--- config.mk ---
export PLATFORM = sky130hd
export DESIGN_NAME = abort_capture
export DESIGN_NICKNAME = d
export VERILOG_FILES = /design/src/rtl/abort_cap_pkg.sv /design/src/rtl/abort_cause_reg.sv /design/src/rtl/abort_event.sv /design/src/rtl/abort_capture.sv
export SDC_FILE = /design/constraint.sdc
export NUM_CORES = 1
export LEC_CHECK = 0
export ABC_CLOCK_PERIOD_IN_PS = 1100
export BUFFER_PORTS_ARGS = -buffer_cell sky130_fd_sc_hd__buf_2
export CORE_MARGIN = 10
export CORE_UTILIZATION = 35
export CTS_CLUSTER_SIZE = 8
export DETAILED_ROUTE_END_ITERATION = 8
export PLACE_DENSITY = 0.74
export SETUP_SLACK_MARGIN = 0.02
export SYNTH_ARGS = -nofsm -noshare
export SYNTH_HDL_FRONTEND = slang
export SYNTH_SLANG_ARGS = --single-unit
--- constraint.sdc ---
create_clock -name clk -period 1.1 [get_ports clk]
set_input_delay 0.165 -clock clk [delete_from_list [all_inputs] [get_ports clk]]
set_output_delay 0.165 -clock clk [all_outputs]
set_load 0.1 [all_outputs]
--- src/rtl/abort_cap_pkg.sv ---
// Package: shared constants and helpers for the abort cause recorder.
// Assumes the cause vector is at most 32 bits wide.
package abort_cap_pkg;
    localparam int MAX_CAUSE_W = 32;
    localparam int NOACK_HI    = 4;   // bits 0..NOACK_HI form the no-acknowledge group

    // Build the mask of supported cause positions (0..12 except 6 and 8).
    function automatic logic [MAX_CAUSE_W-1:0] cause_mask();
        logic [MAX_CAUSE_W-1:0] m;
        m = '0;
        for (int i = 0; i <= 12; i++) begin
            if (i != 6 && i != 8) m[i] = 1'b1;
        end
        return m;
    endfunction
endpackage

--- src/rtl/abort_cause_reg.sv ---
// Module: sticky per-bit cause register. Each supported bit ORs in its pulse
// and is cleared by clr_i unless the pulse arrives in the same cycle.
// Assumes VALID marks the supported positions; other bits stay 0.
module abort_cause_reg #(
    parameter int                 CAUSE_W = 16,
    parameter logic [CAUSE_W-1:0] VALID   = '1
) (
    input  logic               clk,
    input  logic               rst_n,
    input  logic [CAUSE_W-1:0] cause_i,
    input  logic               clr_i,
    output logic [CAUSE_W-1:0] src_o
);
    logic [CAUSE_W-1:0] src_q;

    for (genvar i = 0; i < CAUSE_W; i++) begin : g_bit
        localparam bit KEEP = VALID[i];
        logic hit;
        assign hit = KEEP & cause_i[i];

        // Hold one cause bit: set by its pulse, cleared by a clear read.
        always_ff @(posedge clk) begin
            if (!rst_n)      src_q[i] <= 1'b0;
            else if (clr_i)  src_q[i] <= hit;
            else             src_q[i] <= src_q[i] | hit;
        end
    end

    assign src_o = src_q;
endmodule

--- src/rtl/abort_event.sv ---
// Module: pending-abort interrupt and FIFO flush strobe generation.
// Assumes new_cause_i is already restricted to supported cause positions.
module abort_event (
    input  logic clk,
    input  logic rst_n,
    input  logic new_cause_i,
    input  logic clr_i,
    output logic irq_o,
    output logic flush_o
);
    logic irq_q;
    logic flush_q;

    // Track the pending abort: set by a cause, dropped by a clear read.
    always_ff @(posedge clk) begin
        if (!rst_n) irq_q <= 1'b0;
        else        irq_q <= new_cause_i | (irq_q & ~clr_i);
    end

    // Pulse flush once when a cause opens a new abort episode.
    always_ff @(posedge clk) begin
        if (!rst_n) flush_q <= 1'b0;
        else        flush_q <= new_cause_i & (~irq_q | clr_i);
    end

    assign irq_o   = irq_q;
    assign flush_o = flush_q;
endmodule

--- src/rtl/abort_capture.sv ---
// Module: top of the abort cause recorder. Decodes the clear read, filters
// unsupported cause inputs and combines the register and event logic.
// Assumes cause pulses are synchronous to clk; CAUSE_W must be 13..32.
module abort_capture
    import abort_cap_pkg::*;
#(
    parameter int              CAUSE_W  = 16,
    parameter int              ADDR_W   = 8,
    parameter logic [ADDR_W-1:0] CLR_ADDR = 8'h2A
) (
    input  logic               clk,
    input  logic               rst_n,
    input  logic [CAUSE_W-1:0] cause_in,
    input  logic               rd_en,
    input  logic [ADDR_W-1:0]  rd_addr,
    output logic [CAUSE_W-1:0] abort_src,
    output logic               abort_irq,
    output logic               fifo_flush,
    output logic               noack_any
);
    localparam logic [MAX_CAUSE_W-1:0] FULL_MASK = cause_mask();
    localparam logic [CAUSE_W-1:0]     VALID     = FULL_MASK[CAUSE_W-1:0];

    logic clr;
    logic new_cause;

    assign clr       = rd_en && (rd_addr == CLR_ADDR);
    assign new_cause = |(cause_in & VALID);

    abort_cause_reg #(.CAUSE_W(CAUSE_W), .VALID(VALID)) u_reg (
        .clk    (clk),
        .rst_n  (rst_n),
        .cause_i(cause_in),
        .clr_i  (clr),
        .src_o  (abort_src)
    );

    abort_event u_evt (
        .clk        (clk),
        .rst_n      (rst_n),
        .new_cause_i(new_cause),
        .clr_i      (clr),
        .irq_o      (abort_irq),
        .flush_o    (fifo_flush)
    );

    assign noack_any = |abort_src[NOACK_HI:0];
endmodule

Yosys cells after proc, flatten, opt, wreduce, memory -nomap -nowiden
Cells that the tools add are included.
{ "totals": {"regBits": 13, "in_bits": 27, "out_inout_bits": 19, "wordCells": 45} }
{ "op_classes": {"eq_ne": 1, "n_mux": 11, "bitwise": 17, "reduce_logical": 3} }
{ "ops": {"columns": ["op", "n"], "rows": [
  ["bitwise OR 1 bit", 13],
  ["2-to-1 mux 1 bit", 11],
  ["OR reduction 11 bit", 1],
  ["== test 8 x 6 -> 1 bit, second input constant", 1],
  ["OR reduction 5 bit", 1],
  ["AND 1 bit", 2],
  ["inverter 1 bit", 2],
  ["logical AND 1 bit", 1]
]} }

Depth between registers and ports, before layout
{ "logic_depth": {"ltp_word": 5, "mapped_depth": 4, "depth_no_buf": 3} }

Modules after synthesis
A second synthesis with hierarchy kept.
{ "unflattened": {"hier_cells": 57, "hier_area_um2": 585.6} }
{ "modules_own_cells": {"columns": ["mod", "instances", "cells_per_inst", "area_each_um2", "seq_area_each_um2"], "rows": [
  ["abort_cause_reg", 1, 41, 454.2, 220.2],
  ["abort_event", 1, 6, 68.8, 40.0],
  ["abort_capture", 1, 10, 62.6, 0.0]
]} }

Worst setup path after synthesis
No wires, ideal clock.
{ "synth_path": {"kind": "register to output", "startpoint": "reg u_reg.src_q[4] (netlist: u_reg.src_o[4])", "endpoint": "out noack_any", "arrival_ps": 1775, "required_time_ps": 935, "slack_ps": -840, "path_stages_with_launch": 3, "path_buffers": 0, "cell_sequence": "dfxtp_1 nor3_1 nand2_1"} }
{ "synth_between": {"elab_chain_len": 1} }
{ "synth_lines": {"columns": ["element", "line", "text"], "rows": [
  ["start, declared", "abort_cause_reg.sv:14", "logic [CAUSE_W-1:0] src_q;"],
  ["start signal, assigned by index", "abort_cause_reg.sv:24", "else if (clr_i) src_q[i] <= hit;"],
  ["start signal, assigned by index", "abort_cause_reg.sv:25", "else src_q[i] <= src_q[i] | hit;"],
  ["OR reduction 5 bit", "abort_capture.sv:47", "assign noack_any = |abort_src[NOACK_HI:0];"],
  ["end, declared", "abort_capture.sv:19", "output logic noack_any"]
]} }
No other way between the ends.

Worst setup path after layout
{ "layout_path": {"startpoint": "reg u_reg.src_q[2] (netlist: u_reg.src_o[2])", "endpoint": "out noack_any"} }
Same word-level chain as after synthesis.

==> impl_metrics.json <==
{
  "failed_checks": "setup timing",
  "worstPathRequired_ns": 0.94,
  "antenna_found_initial": 0,
  "cts_tree": "built",
  "finalCritPeriodShare_pct": 120,
  "sequentialPowerShare_pct": 34.6,
  "dieArea_sq_um": 3480,
  "holdPathEnd": "u_reg.src_o[2]",
  "switching_power_uw": 689,
  "end_kind": "output pin",
  "hold-path-cell-count": 2,
  "pwr-share-clk_pct": 18.5,
  "clk_latency_ns": 0.27,
  "post_drt_wl_per_cell_um": 15.4,
  "syn_to_final_growth_pct": 92.0,
  "ys_types": 18,
  "synth_area_sq_um": 532,
  "place_congestion": 0.743,
  "grt_pass1_vias": 543,
  "cts_hold_buffers": 0,
  "setup-violations-final": 1,
  "synth_seq_cells": 13,
  "fin_ws_ns": -0.219,
  "crit_arrival_ns": 1.15,
  "final_net_count": 120,
  "drv_slew": 0,
  "vias_per_cell": 4.96,
  "die_h_um": 59.0,
  "rsz0062_at_grt": "yes",
  "drt-initial-drc-count": 8,
  "reg2reg_setup_slack_ns": 0.23,
  "grt_pass1_wl_mm": 2.58,
  "dpl_worst_slack_ns": -0.0516,
  "ant_nets": 0,
  "routed_wl_mm": 1.66,
  "fp-row-count": 14,
  "io-pin-count": 46,
  "hold_class": "in2reg",
  "path_class": "reg2out",
  "final_common_cell": "buf_2",
  "portBuffers": 35,
  "drc": 0,
  "ff2ff_path_depth": 3,
  "internal_power_uw": 932,
  "placed_area_sq_um": 960,
  "globalRouteTotalUtil_pct": 9.75,
  "max_cap_viol_count": 0,
  "die-width_um": 59.0,
  "total_power_mw": 1.62,
  "grt.busiest_layer": "met2",
  "coreArea_sq_um": 1470,
  "numClockSinks": 13,
  "root_buffer": "clkbuf_4",
  "synth.avg_cell_area_sq_um": 11.1,
  "r2r_start": "u_reg.src_o[3]",
  "stdcell_count": 108,
  "utilization_pct": 69.4,
  "hpwl_mm": 1.36,
  "clock_tree.htree_level_count": 1,
  "clkTransAtPathRegs_ns": 0.08,
  "netlist_instances": 48,
  "p_comb_share_pct": 46.9,
  "met2_usage_pct": 16.4,
  "antenna_cells": 0,
  "fin_skew_ns": 0.000105,
  "min_from": "cause_in[2]",
  "crit_fanout": 2,
  "whs_ns": 0.114,
  "max_freq_ghz": 0.758,
  "use_met1_pct": 9.54,
  "grtUsageMet3_pct": 4.51,
  "ir_drop_mv": 0.901,
  "hold_violations": 0,
  "clockBufferDepth": 2,
  "ys_seq_area_share_pct": 48.9,
  "drive_gt1_share_pct": 67.4,
  "vias": 536,
  "status": "finished, violations left",
  "layout_min_cycle_time_ns": 1.32,
  "fin_area_sq_um": 1020,
  "dpl.cell_count": 103,
  "numCtsBuffers": 3,
  "overflow": 0,
  "start_kind": "register",
  "layout_common_cells": "buf_2, buf_12, a22o_1, dfxtp_2, buf_4",
  "start_util_pct": 36.1,
  "first_pass_iters": 4,
  "grt_max_degree": 13,
  "p_sw_share_pct": 42.5,
  "p_per_area_nw_per_um2": 1590,
  "p_leak_nw": 0.491,
  "tns_ns": -0.219,
  "r2r-end": "u_reg.src_o[3]",
  "ys_warn_count": 0
}
-- worst max-delay path, cell delays in order (launching register included) --
cell and delay [ns]:
dfxtp_2 0.33, nor3_2 0.19, buf_4 0.15, nand2_4 0.05
buf_12 0.17
-- sequential cells by signal, indices dropped and copies added (netlist names) --
| name | flops |
|---|---|
| u_reg.src_o | 11 |
| u_evt.flush_o | 1 |
| u_evt.irq_o | 1 |
-- cells by family after synthesis --
group	synth area share (%)
other	0.705
AND/OR/NAND/NOR	14.1
buffers and inverters	11.3
flip-flops	48.9
AO/OA/AOI/OAI	24.9
-- how the worst max path moves through the flow --
stage | start | end | slack [ns] | depth (start not counted)
2_1_floorplan | u_reg.src_o[4] | noack_any | -0.17 | 2
3_3_place_gp | rd_addr[6] | u_evt.irq_o | -0.02 | 4
3_5_place_dp | rd_addr[6] | u_evt.irq_o | -0.05 | 4
4_1_cts | u_reg.src_o[4] | noack_any | -0.20 | 4
5_1_grt | u_reg.src_o[2] | noack_any | -0.27 | 4
6_report | u_reg.src_o[2] | noack_any | -0.22 | 4
-- power by group through the flow --
stage	sequential [mW]	combinational [mW]	clock, mW
final	0.561	0.760	0.300
after global routing	0.567	0.786	0.323
after CTS	0.560	0.755	0.304
after detailed placement	0.568	0.744	0
after global placement	0.566	0.737	0
after floorplan	0.863	0.178	0
-- synthesized netlist by cell type (all sizes together) --
cell type,n,area share [%]
dfxtp,13,49
nand2,1,0.71
a22o,12,20
and4bb,1,2.4
conb,1,0.71
nor2,1,0.71
clkbuf,1,0.71
and2b,1,1.4
buf,6,9.2
nor3,2,1.9
nor4,2,2.4
inv,2,1.4
nand3,1,0.94
a31oi,2,5.2
nor3b,2,3.8
-- area by class of cell --
cell class,count,area (sq um)
repair buffers,43,453
flip-flops and latches,13,275
fillers,123,450
multi-input cells,30,239
inverters,2,7.51
well taps,16,20.0
clock buffers,4,26.3
-- per-layer routing --
metal / up-vias / part of all wire [%]
met4: 0 / 2.6
li1: 258 / -
met5: - / 0
met1: 250 / 35
met2: 23 / 54
met3: 5 / 8.2
-- repair_timing --
action | in CTS | in global routing
gates resized for setup | 5 | 2
pin swaps | 0 | 1
buffers inserted | 0 | 1
setup endpoints to repair | 1 | 5
Power figures use the tool's default switching activity.
